<file path="src/rtl/aser_pkg.sv">
package aser_pkg;

  // Strobes from the sequencer to the datapath, valid in the cycle they are high.
  typedef struct packed {
    logic fallTick;    // bclk falls on this edge; a new bit period starts
    logic frameStart;  // the bit period starting now is period 0 of a frame
    logic secondSlot;  // the bit period starting now belongs to the second slot
    logic firstRight;  // active channel order for the period starting now
    logic msbDelay;    // active alignment for the period starting now
  } aser_stb_t;

endpackage

</file>
<file path="src/rtl/aser_ctrl.sv">
module aser_ctrl
  import aser_pkg::*;
#(
  parameter int SAMPLE_W = 16,
  parameter int DIV_W    = 6
) (
  input  logic             clk,
  input  logic             rst,
  input  logic             enable,
  input  logic [DIV_W-1:0] divM,
  input  logic             rightFirst,
  input  logic             msbShift,
  output aser_stb_t        stb,
  output logic             bclk
);

  localparam int FRAME = 2 * SAMPLE_W;
  localparam int POS_W = $clog2(FRAME);
  localparam logic [POS_W-1:0] LAST_POS = POS_W'(FRAME - 1);
  localparam logic [POS_W-1:0] SLOT_POS = POS_W'(SAMPLE_W);
  localparam logic [DIV_W-1:0] MIN_DIV  = DIV_W'(2);

  logic [DIV_W-1:0] divCnt;
  logic [DIV_W-1:0] cfgM;
  logic [DIV_W-1:0] clampM;
  logic [DIV_W-1:0] halfM;
  logic [POS_W-1:0] pos;
  logic [POS_W-1:0] posNext;
  logic             cfgRight;
  logic             cfgMsb;
  logic             bclkQ;
  logic             riseTick;
  logic             fallTick;
  logic             frameStart;

  assign clampM     = (divM < MIN_DIV) ? MIN_DIV : divM;
  assign halfM      = cfgM >> 1;
  assign riseTick   = enable && (divCnt == halfM - DIV_W'(1));
  assign fallTick   = enable && (divCnt == cfgM - DIV_W'(1));
  assign frameStart = fallTick && (pos == LAST_POS);
  assign posNext    = frameStart ? '0 : pos + POS_W'(1);

  always_comb begin
    stb.fallTick   = fallTick;
    stb.frameStart = frameStart;
    stb.secondSlot = (posNext >= SLOT_POS);
    stb.firstRight = frameStart ? rightFirst : cfgRight;
    stb.msbDelay   = frameStart ? msbShift   : cfgMsb;
  end

  always_ff @(posedge clk) begin
    if (rst || !enable) begin
      divCnt   <= '0;
      pos      <= LAST_POS;
      bclkQ    <= 1'b0;
      cfgM     <= clampM;
      cfgRight <= rightFirst;
      cfgMsb   <= msbShift;
    end else begin
      divCnt <= fallTick ? '0 : divCnt + DIV_W'(1);
      if (riseTick) bclkQ <= 1'b1;
      if (fallTick) begin
        bclkQ <= 1'b0;
        pos   <= posNext;
      end
      if (frameStart) begin
        cfgM     <= clampM;
        cfgRight <= rightFirst;
        cfgMsb   <= msbShift;
      end
    end
  end

  assign bclk = bclkQ;


  min_div_chk: assert property (@(posedge clk) disable iff (rst)
    cfgM >= MIN_DIV);


  div_range_chk: assert property (@(posedge clk) disable iff (rst)
    divCnt < cfgM);


  cfg_hold_chk: assert property (@(posedge clk) disable iff (rst)
    (enable && $past(enable) && !$past(rst) && !$past(frameStart))
      |-> ($stable(cfgM) && $stable(cfgRight) && $stable(cfgMsb)));

endmodule

</file>
<file path="src/rtl/aser_data.sv">
module aser_data
  import aser_pkg::*;
#(
  parameter int SAMPLE_W = 16
) (
  input  logic                clk,
  input  logic                rst,
  input  logic                enable,
  input  aser_stb_t           stb,
  input  logic                inValid,
  output logic                inReady,
  input  logic [SAMPLE_W-1:0] inLeft,
  input  logic [SAMPLE_W-1:0] inRight,
  output logic                ws,
  output logic                sd,
  output logic                underrun
);

  localparam int FRAME = 2 * SAMPLE_W;

  logic [SAMPLE_W-1:0] holdL, holdR;
  logic [SAMPLE_W-1:0] curL, curR;
  logic [SAMPLE_W-1:0] nextL, nextR;
  logic [FRAME-1:0]    frameSr;
  logic [FRAME-1:0]    newFrame;
  logic                holdFull;
  logic                accept;
  logic                loadNow;
  logic                nextBit;
  logic                prevBit;
  logic                wsQ, sdQ, underrunQ;

  assign inReady  = !holdFull;
  assign accept   = inValid && !holdFull;
  assign loadNow  = enable && stb.fallTick && stb.frameStart;
  assign nextL    = holdFull ? holdL : curL;
  assign nextR    = holdFull ? holdR : curR;
  assign newFrame = stb.firstRight ? {nextR, nextL} : {nextL, nextR};
  assign nextBit  = stb.frameStart ? newFrame[FRAME-1] : frameSr[FRAME-1];

  // Holding register and the pair kept for repeats.
  always_ff @(posedge clk) begin
    if (rst) begin
      holdL    <= '0;
      holdR    <= '0;
      holdFull <= 1'b0;
      curL     <= '0;
      curR     <= '0;
    end else begin
      if (accept) begin
        holdL <= inLeft;
        holdR <= inRight;
      end
      holdFull <= (holdFull && !loadNow) || accept;
      if (loadNow) begin
        curL <= nextL;
        curR <= nextR;
      end
    end
  end

  // Frame shifter and registered bus outputs.
  always_ff @(posedge clk) begin
    if (rst) begin
      frameSr   <= '0;
      prevBit   <= 1'b0;
      wsQ       <= 1'b0;
      sdQ       <= 1'b0;
      underrunQ <= 1'b0;
    end else if (!enable) begin
      prevBit   <= 1'b0;
      wsQ       <= 1'b0;
      sdQ       <= 1'b0;
      underrunQ <= 1'b0;
    end else begin
      underrunQ <= loadNow && !holdFull;
      if (stb.fallTick) begin
        frameSr <= stb.frameStart ? (newFrame << 1) : (frameSr << 1);
        prevBit <= nextBit;
        sdQ     <= stb.msbDelay ? prevBit : nextBit;
        wsQ     <= stb.firstRight ^ stb.secondSlot;
      end
    end
  end

  assign ws       = wsQ;
  assign sd       = sdQ;
  assign underrun = underrunQ;


  accept_block_chk: assert property (@(posedge clk) disable iff (rst)
    (inValid && inReady) |=> !inReady);


  underrun_pulse_chk: assert property (@(posedge clk) disable iff (rst)
    underrun |=> !underrun);


  underrun_cause_chk: assert property (@(posedge clk) disable iff (rst)
    underrun |-> $past(inReady));

endmodule

</file>
<file path="src/rtl/audio_serial_tx.sv">
module audio_serial_tx
  import aser_pkg::*;
#(
  parameter int SAMPLE_W = 16,
  parameter int DIV_W    = 6
) (
  input  logic                clk,
  input  logic                rst,
  input  logic                enable,
  input  logic [DIV_W-1:0]    divM,
  input  logic                rightFirst,
  input  logic                msbShift,
  input  logic                inValid,
  output logic                inReady,
  input  logic [SAMPLE_W-1:0] inLeft,
  input  logic [SAMPLE_W-1:0] inRight,
  output logic                bclk,
  output logic                ws,
  output logic                sd,
  output logic                underrun
);

  aser_stb_t stb;

  aser_ctrl #(.SAMPLE_W(SAMPLE_W), .DIV_W(DIV_W)) u_ctrl (
    .clk        (clk),
    .rst        (rst),
    .enable     (enable),
    .divM       (divM),
    .rightFirst (rightFirst),
    .msbShift   (msbShift),
    .stb        (stb),
    .bclk       (bclk)
  );

  aser_data #(.SAMPLE_W(SAMPLE_W)) u_data (
    .clk      (clk),
    .rst      (rst),
    .enable   (enable),
    .stb      (stb),
    .inValid  (inValid),
    .inReady  (inReady),
    .inLeft   (inLeft),
    .inRight  (inRight),
    .ws       (ws),
    .sd       (sd),
    .underrun (underrun)
  );


  ws_edge_chk: assert property (@(posedge clk) disable iff (rst)
    ($past(enable) && !$past(rst) && !$stable(ws)) |-> $fell(bclk));


  sd_edge_chk: assert property (@(posedge clk) disable iff (rst)
    ($past(enable) && !$past(rst) && !$stable(sd)) |-> $fell(bclk));


  idle_low_chk: assert property (@(posedge clk) disable iff (rst)
    (!$past(enable) && !$past(rst)) |-> (!bclk && !ws && !sd && !underrun));

endmodule

</file>
<file path="config.mk">
export PLATFORM = sky130hd
export DESIGN_NAME = audio_serial_tx
export DESIGN_NICKNAME = d
export VERILOG_FILES = /design/src/rtl/aser_pkg.sv /design/src/rtl/aser_ctrl.sv /design/src/rtl/aser_data.sv /design/src/rtl/audio_serial_tx.sv
export SDC_FILE = /design/constraint.sdc
export NUM_CORES = 1
export LEC_CHECK = 0
export ABC_CLOCK_PERIOD_IN_PS = 2900
export BUFFER_PORTS_ARGS = -buffer_cell sky130_fd_sc_hd__buf_2
export CORE_ASPECT_RATIO = 0.5
export CORE_MARGIN = 10
export CORE_UTILIZATION = 40
export CTS_BUF_LIST = sky130_fd_sc_hd__clkbuf_4
export CTS_CLUSTER_SIZE = 30
export DETAILED_ROUTE_END_ITERATION = 16
export GPL_TIMING_DRIVEN = 0
export SYNTH_ARGS = -nofsm -noshare
export SYNTH_HDL_FRONTEND = slang
export SYNTH_SLANG_ARGS = --single-unit
</file>
<file path="constraint.sdc">
create_clock -name clk -period 2.9 [get_ports clk]
set_clock_uncertainty 0.2 [all_clocks]
set_input_delay 0.29 -clock clk [delete_from_list [all_inputs] [get_ports clk]]
set_output_delay 0.29 -clock clk [all_outputs]
set_load 0.01 [all_outputs]
</file>
==> results of run 1 <==
==> path summary, 6_finish.rpt <==
check / start / to / slack (ns)
max: u_ctrl.pos[0] / u_data.frameSr[6] / 0.17
min: rst / u_ctrl.pos[0] / 0.04
max reg2reg: u_ctrl.pos[0] / u_data.frameSr[6] / 0.17
min reg2reg: u_data.ws / u_data.ws / 0.28
==> synthesized netlist by cell type, drive strengths merged (2+ instances only) <==
master	number	area [sq um]
nand2	70	263
nand3	10	50.1
mux4	32	721
nor3b	2	20.0
clkbuf	30	114
nor2	4	22.5
a21oi	67	335
o21ai	5	25.0
a31oi	2	12.5
dfxtp	114	2280
a211oi	32	240
buf	29	168
nor2b	2	12.5
inv	6	22.5
nand2b	66	413
or4	2	15.0
a211o	2	17.5
mux2	2	22.5
a21boi	2	15.0
ha	6	75.1
and3	4	25.0
xnor2	11	96.3
nor4	3	18.8
nor3	9	45.0
o211ai	2	15.0
mux2i	65	651
edfxtp	6	180
xor2	9	78.8
==> sequential cells by signal, summed over array words and instances (netlist names) <==
signal / cells
u_data.holdR: 16
u_data.underrun: 1
u_data.frameSr: 31
u_ctrl.bclk: 1
u_data.holdFull: 1
u_ctrl.cfgRight: 1
u_data.ws: 1
u_ctrl.divCnt: 6
u_data.prevBit: 1
u_data.curL: 16
u_ctrl.cfgMsb: 1
u_data.sd: 1
u_ctrl.pos: 5
u_ctrl.cfgM: 6
u_data.curR: 16
u_data.holdL: 16
==> layer usage <==
layer,share of wire (%),track usage (%)
met5,0,0
met4,1.2,5.62
met1,50,22.8
met3,6.0,3.42
met2,43,24.3
==> cells by family after synthesis <==
family | Yosys count | synth area share, %
simple gates | 178 | 15.4
buf+inv | 65 | 5.00
flops | 120 | 40.5
compound gates | 119 | 12.0
xor+xnor | 20 | 2.88
mux | 99 | 22.9
fa+ha+maj | 6 | 1.24
==> repair_timing <==
action / CTS / global route
endpoints found under the hold margin: 45 / 0
resized for setup: 0 / 6
hold buffers: 43 / 0
endpoints found under the setup margin: 0 / 20
==> worst reg2reg max path, cell delays in order, from the launching register on <==
cell and delay [ns]:
dfxtp_1 0.43, ha_1 0.22, and3_1 0.17, ha_1 0.13, buf_2 0.19, buf_2 0.29, clkbuf_1 0.59, mux2i_1 0.19
a211oi_1 0.25
==> per-stage QoR <==
step / power, uW / utilization [%] / area, sq um
2_1_floorplan: 2030 / - / 6080
5_1_grt: 3730 / 50.0 / 7330
6_report: 3600 / 50.0 / 7330
4_1_cts: 3610 / 50.0 / 7330
3_3_place_gp: 2160 / 44.7 / 6560
3_5_place_dp: 2160 / 44.7 / 6560
==> power groups by stage <==
stage	logic [uW]	clock network [uW]	registers, uW
detailed placement	377	0	1780
global placement	374	0	1780
finish	423	1430	1750
global route	466	1510	1750
floorplan	260	0	1770
CTS	422	1440	1750
==> cell type report <==
cell class	instances	area, sq um
buffer	59	285
clock buffer	17	128
clock inverter	15	208
fill	1378	7330
inverter	6	22.5
multi-input combinational	422	3310
sequential	120	2460
tap	198	248
timing repair buffer	90	666
==> out/summary.txt, run 1 <==
status: finished clean
Internal: 2660 uW
CP endpoint kind: flop
vias after detailed routing: 4968
Buffers on Ports: 47
Worst Path Buf+Inv: 3
Yosys warning count: 0
area grow syn2layout: 20.6%
initial antenna violation count: 0
post-route minimum period: 2.73 ns
Max VDD drop: 0.247 mV
Crit. path cell count: 8
largest net degree at the start of global routing: 17
Clk Tree Root Cell: clkbuf_4
predominant post-synthesis flop cell: dfxtp_1
io pins: 49
Slew headroom: 51.9%
Sw Ratio: 26.1%
core area: 14700 sq um
clock tree buffer depth: 2
Synth Area per Inst: 10.0 sq um
Leak: 0.00276 uW
Antenna Cells: 0
synthesized area: 6080 sq um
Die X-Extent: 194 um
gr usage total: 16.3%
Synth cell types: 47
gpl congestion: 0.830
Slew Viols, Final: 0
Final setup viols: 0
critical-path cell list: ha_1 > and3_1 > ha_1 > buf_2 > buf_2 > clkbuf_1 > mux2i_1 > a211oi_1
post-CTS setup buffers: 0
FMAX: 0.366 GHz
DRC errors left: 0
period utilization: 94.1%
Max stage delay on crit path: 0.59 ns
Setup WS post-layout: 0.171 ns
final net count: 766
Logic pwr share: 11.8%
crit start category: flop
first-iteration detailed-routing DRC count: 380
Hold Worst Slack: 0.0364 ns
first-pass GRT wire length: 27000 um
die area: 20800 sq um
Critical Path Slowest Stage Cell: clkbuf_1
measured slew at the worst slew-check pin: 0.721 ns
row count: 31
most frequent cells in the layout: 114 x dfxtp_1, 70 x nand2_1, 67 x a21oi_1
Vias/cell: 5.36
GRT overflow: 0
post-route ant nets: 0
sequential share of power: 48.6%
Worst Hold Depth: 3
worst hold path class: in -> reg
Avg WL per Cell: 18.1 um
CTS clk-pin slew, worst paths: 0.10 ns
drt total wl: 16800 um
clock latency at the later pin of the worst-skew pair: 0.54 ns
first drt pass iteration count: 6
final hold vios: 0
crit path DAT: 2.98 ns
Die Ht: 107 um
Post-synth ARST share: 0%
net switching power: 938 uW
crit-path max FO: 10
Fin Setup TNS: 0 ns
hpwl dp: 11900 um
post-synthesis sequential area ratio: 40.5%
Setup Crit Path Kind: reg -> reg
synthesis-stage register bit count: 120
Crit path required time: 3.15 ns
vias in the first global route: 4887
number of synthesized flops with an enable pin: 6
worst r2r path cells: 8
clock sinks: 120
CTS tree: yes
delay-heaviest family, CP: buffers and inverters
PwrDens: 491 nW/um^2
RSZ-0062 raised after global routing: false
max-capacitance violation count: 0
Initial Utilization: 41.4%
fin cells: 927
Clock Power Share: 39.7%
fraction of layout cells with a size suffix above 1: 19.8%
number of buffers created by CTS: 17
placed cells: 852
pre-CTS setup slack: 0.156 ns
commonest non-fill, non-tap cell in the layout: dfxtp_1
Post-Syn Instances: 607
H-tree depth: 4
syn_nets: 657
(Power assumes the default switching activity.)
==> run 2: changes to the inputs <==
--- a/config.mk
+++ b/config.mk
@@ -7,6 +7,8 @@
 export LEC_CHECK = 0
 export ABC_CLOCK_PERIOD_IN_PS = 2900
 export BUFFER_PORTS_ARGS = -buffer_cell sky130_fd_sc_hd__buf_2
+export CELL_PAD_IN_SITES_DETAIL_PLACEMENT = 1
+export CELL_PAD_IN_SITES_GLOBAL_PLACEMENT = 1
 export CORE_ASPECT_RATIO = 0.5
 export CORE_MARGIN = 10
 export CORE_UTILIZATION = 40
@@ -14,6 +16,7 @@
 export CTS_CLUSTER_SIZE = 30
 export DETAILED_ROUTE_END_ITERATION = 16
 export GPL_TIMING_DRIVEN = 0
+export PLACE_DENSITY_LB_ADDON = 0.1
 export SYNTH_ARGS = -nofsm -noshare
 export SYNTH_HDL_FRONTEND = slang
 export SYNTH_SLANG_ARGS = --single-unit
==> run 2 against run 1 <==
Against the previous run:
- highest routed layer unchanged
- sequential power hardly changed
- count of clock-buffer cells in the layout stayed put
- first-iteration DRC count is 28% lower
- critical path depth is 1 higher
- clock power is 3% lower
- routed wire length is 9.7% higher
- setup slack better by 0.049 ns
- maximum frequency is 1.8% higher
==> out/summary.txt, run 2 (synthesized netlist as in run 1, its figures left out) <==
crit path to: u_data.curL[9] (was u_data.frameSr[6])
largest net degree at the start of global routing: 17 (unchanged)
net switching power: 1040 uW (was 938 uW)
Layout fillers: 1667 (was 1378)
Fin Setup TNS: 0 ns (unchanged)
Buffers on Ports: 47 (unchanged)
clock tree buffer depth: 2 (unchanged)
Setup Crit Path Kind: reg -> reg (unchanged)
GRT Max-Usage Layer: met2 (unchanged)
max-capacitance violation count: 0 (unchanged)
Slew Viols, Final: 0 (unchanged)
first-iteration detailed-routing DRC count: 273 (was 380)
drt total wl: 18400 um (was 16800 um)
reg2reg setup slack: 0.22 ns (was 0.17 ns)
area grow syn2layout: 20.3% (was 20.6%)
CTS clk-pin slew, worst paths: 0.14 ns (was 0.10 ns)
post-route ant nets: 0 (unchanged)
clock latency at the later pin of the worst-skew pair: 0.54 ns (about the same)
Die Ht: 107 um (unchanged)
measured slew at the worst slew-check pin: 0.666 ns (was 0.721 ns)
crit start category: flop (unchanged)
PwrDens: 486 nW/um^2 (was 491 nW/um^2)
core area: 14700 sq um (unchanged)
start of the worst register-to-register path: u_ctrl.cfgM[2] (was u_ctrl.pos[0])
most frequent cells in the layout: 114 x dfxtp_1, 70 x nand2_1, 67 x a21oi_1 (unchanged)
Final setup viols: 0 (unchanged)
commonest non-fill, non-tap cell in the layout: dfxtp_1 (unchanged)
GR Util met1: 25.0% (was 22.8%)
H-tree depth: 4 (unchanged)
Slew headroom: 55.6% (was 51.9%)
Die X-Extent: 194 um (unchanged)
Clock Power Share: 38.7% (was 39.7%)
met2 usage: 27.4% (was 24.3%)
CP endpoint kind: flop (unchanged)
Sw Ratio: 29.1% (was 26.1%)
crit path DAT: 2.94 ns (was 2.98 ns)
Reg with most FFs: u_data.frameSr (unchanged)
final hold vios: 0 (unchanged)
Leak: 0.00276 uW (about the same)
Clk Tree Root Cell: clkbuf_4 (unchanged)
DRC errors left: 0 (unchanged)
max reg flops: 31 (unchanged)
vias after detailed routing: 4972 (was 4968)
gpl congestion: 0.798 (was 0.830)
Antenna Cells: 0 (unchanged)
worst r2r path cells: 9 (was 8)
placed cell area: 6560 sq um (unchanged)
final net count: 766 (unchanged)
GRT overflow: 0 (unchanged)
RSZ-0062 raised after global routing: false (unchanged)
FMAX: 0.373 GHz (was 0.366 GHz)
Max VDD drop: 0.217 mV (was 0.247 mV)
vias in the first global route: 5249 (was 4887)
hpwl dp: 13400 um (was 11900 um)
first drt pass iteration count: 4 (was 6)
Initial Utilization: 41.4% (unchanged)
fraction of layout cells with a size suffix above 1: 20.4% (was 19.8%)
sequential share of power: 49.3% (was 48.6%)
Logic pwr share: 12.0% (was 11.8%)
initial antenna violation count: 0 (unchanged)
design area: 7310 sq um (was 7330 sq um)
Critical R2R Capture: u_data.curL[9] (was u_data.frameSr[6])
worst hold path class: in -> reg (unchanged)
Vias/cell: 5.36 (about the same)
Internal: 2520 uW (was 2660 uW)
GRT met3 Usage: 4.10% (was 3.42%)
status: finished clean (unchanged)
clock sinks: 120 (unchanged)
number of buffers created by CTS: 17 (unchanged)
origin of the worst setup path: u_ctrl.cfgM[2] (was u_ctrl.pos[0])
die area: 20800 sq um (unchanged)
period utilization: 92.4% (was 94.1%)
first-pass GRT wire length: 29500 um (was 27000 um)
post-route minimum period: 2.68 ns (was 2.73 ns)
CTS tree: yes (unchanged)
io pins: 49 (unchanged)
gr usage total: 17.9% (was 16.3%)
crit-path max FO: 10 (unchanged)
row count: 31 (unchanged)
Crit path required time: 3.16 ns (was 3.15 ns)
Avg WL per Cell: 19.8 um (was 18.1 um)
post-CTS setup buffers: 0 (unchanged)
[run 2: what timing repair did]
item / in CTS / in global routing
hold buffers: 43 / 0
endpoints found under the hold margin: 45 / 0
endpoints found under the setup margin: 0 / 22
resized for setup: 0 / 10
[run 2: layout make-up]
type                            count  area (sq um)  area share, %
Sequential cell                   120          2460           33.7
Timing Repair Buffer               90           666           9.10
Clock buffer                       17           128           1.75
Multi-Input combinational cell    422          3310           45.3
Tap cell                          198           248           3.39
Clock inverter                     15           189           2.58
Inverter                            6          22.5          0.308
Buffer                             59           288           3.93
[run 2: metrics by stage]
step           power [uW]  worst slack, ns  hold WS [ns]  cells  utilization (%)
2_1_floorplan        2030            0.596         0.226    607                -
3_3_place_gp         2160            0.130         0.266    852             44.7
3_5_place_dp         2170           0.0473         0.275    852             44.7
4_1_cts              3580          0.00696       0.00454    927             49.8
5_1_grt              3720          0.00543        0.0118    927             49.9
6_report             3560            0.220        0.0343    927             49.9
[run 2: critical path: stages, from the launching register on]
cell      delay [ns]
edfxtp_1        0.49
inv_1           0.12
ha_1            0.21
nor3b_2         0.28
and3_1          0.22
o221a_2         0.24
and4_1          0.21
buf_4           0.20
buf_6           0.20
mux2i_1         0.22
[run 2: worst min path at each step]
stage	start	end	cells past startpoint
6_report	rst	u_ctrl.pos[2]	3
5_1_grt	rst	u_ctrl.pos[2]	3
4_1_cts	rst	u_ctrl.pos[2]	3
3_5_place_dp	u_ctrl.cfgRight	u_ctrl.cfgRight	1
3_3_place_gp	u_data.ws	u_data.ws	2
2_1_floorplan	inLeft[0]	u_data.holdL[0]	2
[run 2: per-layer routing]
layer | part of all wire, % | wire [um]
met3 | 3.5 | 644
met5 | 0 | 0
met1 | 52 | 9640
met4 | 0.33 | 61
met2 | 44 | 8040
[run 2: power groups by stage]
stage / logic (uW) / clock network [uW] / registers (uW)
3_3_place_gp: 372 / 0 / 1790
4_1_cts: 426 / 1400 / 1750
5_1_grt: 469 / 1490 / 1760
3_5_place_dp: 380 / 0 / 1790
2_1_floorplan: 260 / 0 / 1770
6_report: 425 / 1380 / 1760
==> run 3: changes to the inputs <==
--- a/config.mk
+++ b/config.mk
@@ -5,7 +5,7 @@
 export SDC_FILE = /design/constraint.sdc
 export NUM_CORES = 1
 export LEC_CHECK = 0
-export ABC_CLOCK_PERIOD_IN_PS = 2900
+export ABC_CLOCK_PERIOD_IN_PS = 2400
 export BUFFER_PORTS_ARGS = -buffer_cell sky130_fd_sc_hd__buf_2
 export CELL_PAD_IN_SITES_DETAIL_PLACEMENT = 1
 export CELL_PAD_IN_SITES_GLOBAL_PLACEMENT = 1
==> constraint.sdc (replaced) <==
create_clock -name clk -period 2.4 [get_ports clk]
set_clock_uncertainty 0.2 [all_clocks]
set_input_delay 0.24 -clock clk [delete_from_list [all_inputs] [get_ports clk]]
set_output_delay 0.24 -clock clk [all_outputs]
set_load 0.01 [all_outputs]
==> run 3 against run 2 <==
Against the previous run:
- the run now ends with setup timing left
- flip-flop and latch count stayed put
- register-to-register slack got worse by 0.29 ns
- non-clock buffer count grew 20
- cell area increased by 6.8%
- sequential power rose by 20%
- hold slack improved by 0.20 ns
- power up 23%
- final cell count increased by 2.2%
- die area unchanged
- combinational power is 37% higher
- largest cell class unchanged
- largest power group unchanged
==> out/summary.txt, run 3 (synthesized netlist as in run 1, its figures left out) <==
worst hold path class: in -> reg (unchanged)
Crit path required time: 2.67 ns (was 3.16 ns)
gpl congestion: 0.798 (unchanged)
Hold Worst Slack: 0.235 ns (was 0.0343 ns)
Die Ht: 107 um (unchanged)
design area: 7810 sq um (was 7310 sq um)
max reg flops: 31 (unchanged)
Max stage delay on crit path: 0.40 ns (was 0.49 ns)
Antenna Cells: 0 (unchanged)
Avg WL per Cell: 20.4 um (was 19.8 um)
WHS Endpoint: u_data.curL[3] (was u_ctrl.pos[2])
Die X-Extent: 194 um (unchanged)
H-tree depth: 4 (unchanged)
Critical R2R Capture: u_data.curR[15] (was u_data.curL[9])
Clk Tree Root Cell: clkbuf_4 (unchanged)
GRT overflow: 0 (unchanged)
commonest non-fill, non-tap cell in the layout: dfxtp_1 (unchanged)
Slew Viols, Final: 0 (unchanged)
Pwr Total: 4370 uW (was 3560 uW)
final hold vios: 0 (unchanged)
area grow syn2layout: 28.5% (was 20.3%)
Reg with most FFs: u_data.frameSr (unchanged)
max-capacitance violation count: 0 (unchanged)
DRC errors left: 0 (unchanged)
Final setup viols: 63 (was 0)
post-route minimum period: 2.47 ns (was 2.68 ns)
initial antenna violation count: 0 (unchanged)
drt total wl: 19300 um (was 18400 um)
crit start category: flop (unchanged)
RSZ-0062 raised after global routing: true (was false)
Max VDD drop: 0.227 mV (was 0.217 mV)
row count: 31 (unchanged)
CTS tree: yes (unchanged)
Buffers on Ports: 47 (unchanged)
Setup WS post-layout: -0.0676 ns (was 0.220 ns)
period utilization: 103% (was 92.4%)
Worst Hold Depth: 4 (was 3)
placed cell area: 6560 sq um (unchanged)
Worst Path Buf+Inv: 3 (unchanged)
met2 routed WL: 8630 um (was 8040 um)
Setup Crit Path Kind: reg -> reg (unchanged)
number of buffers created by CTS: 17 (unchanged)
crit-path max FO: 7 (was 10)
fraction of layout cells with a size suffix above 1: 27.0% (was 20.4%)
largest net degree at the start of global routing: 17 (unchanged)
first-pass GRT wire length: 30000 um (was 29500 um)
clock latency at the later pin of the worst-skew pair: 0.54 ns (about the same)
delay-heaviest family, CP: compound AO/OA/AOI/OAI gates (was simple AND/OR/NAND/NOR gates)
clock tree buffer depth: 2 (unchanged)
reg2reg setup slack: -0.07 ns (was 0.22 ns)
hold_sp: rst (unchanged)
crit path DAT: 2.73 ns (was 2.94 ns)
WL met1: 9790 um (was 9640 um)
pre-CTS setup slack: -0.453 ns (was 0.0473 ns)
hpwl dp: 13400 um (unchanged)
die area: 20800 sq um (unchanged)
PwrDens: 559 nW/um^2 (was 486 nW/um^2)
met3 WL post-DR: 813 um (was 644 um)
io pins: 49 (unchanged)
final net count: 786 (was 766)
worst r2r path cells: 9 (unchanged)
Initial Utilization: 41.4% (unchanged)
core area: 14700 sq um (unchanged)
clock sinks: 120 (unchanged)
CTS clk-pin slew, worst paths: 0.14 ns (about the same)
most frequent cells in the layout: 112 x dfxtp_1, 70 x nand2_1, 66 x nand2b_1 (was 114 x dfxtp_1, 70 x nand2_1, 67 x a21oi_1)
critical-path cell list: inv_2 > ha_4 > o21ba_1 > a221oi_4 > o221a_4 > and4_4 > buf_12 > clkbuf_16 > mux2i_1 (was inv_1 > ha_1 > nor3b_2 > and3_1 > o221a_2 > and4_1 > buf_4 > buf_6 > mux2i_1)
CP endpoint kind: flop (unchanged)
vias after detailed routing: 5083 (was 4972)
status: finished, violations left (was finished clean)
gr usage total: 18.2% (was 17.9%)
FMAX: 0.405 GHz (was 0.373 GHz)
Leak: 0.00295 uW (was 0.00276 uW)
failing checks: setup timing
start of the worst register-to-register path: u_ctrl.cfgM[1] (was u_ctrl.cfgM[2])
Top Layer Used: met4 (unchanged)
first-iteration detailed-routing DRC count: 234 (was 273)
vias in the first global route: 5320 (was 5249)
Slew headroom: 50.9% (was 55.6%)
post-route ant nets: 0 (unchanged)
measured slew at the worst slew-check pin: 0.736 ns (was 0.666 ns)
Critical Path Slowest Stage Cell: edfxtp_1 (unchanged)
first drt pass iteration count: 4 (unchanged)
Vias/cell: 5.37 (was 5.36)
run 3: where the power goes:
group	internal [uW]	switching, uW
clock network	748	920
registers	2060	60.7
logic	275	306
run 3: how the worst max path moves through the flow:
stage                   startpoint  slack [ns]  cells after the start                  to
floorplan            u_ctrl.pos[0]         0.1                      8  u_data.frameSr[10]
global placement    u_ctrl.cfgM[1]       -0.37                      9  u_data.frameSr[25]
detailed placement  u_ctrl.cfgM[1]       -0.45                      9  u_data.frameSr[13]
CTS                 u_ctrl.cfgM[1]       -0.05                      9      u_data.curL[9]
global route        u_ctrl.cfgM[1]       -0.17                     11  u_data.frameSr[14]
finish              u_ctrl.cfgM[1]       -0.07                      9     u_data.curR[15]
run 3: stage by stage:
step | TNS, ns | util [%] | std cells
finish | -2.23 | 53.3 | 947
detailed placement | -19.03 | 44.7 | 852
floorplan | 0 | - | 607
CTS | -0.535 | 51.7 | 940
global placement | -16.92 | 44.7 | 852
global route | -10.02 | 53.3 | 947
run 3: worst min-delay path, stage by stage:
cell      delay [ns]
buf_2           0.14
clkbuf_1        0.23
nand2b_1        0.21
mux2i_1         0.11
run 3: cell type report:
type                    instances  area (sq um)
flip-flops and latches        120          2470
clock buffers                  17           128
inverters                       6          22.5
clock inverters                15           189
repair buffers                110           870
multi-input cells             422          3490
plain buffers                  59           393
well taps                     198           248
fillers                      1627          6850
run 3: timing repair:
item,in CTS,in global routing
hold buffers,42,0
setup endpoints to repair,79,81
endpoints found under the hold margin,45,0
setup buffers,12,4
gates cloned,2,3
pin swaps,3,10
resized for setup,50,38
run 3: layer usage:
| metal | up-vias | track usage [%] |
|---|---|---|
| met3 | 9 | 4.10 |
| met2 | 114 | 27.7 |
| met1 | 2522 | 25.5 |
| met4 | 0 | 4.26 |
| met5 | - | 0 |
| li1 | 2438 | - |
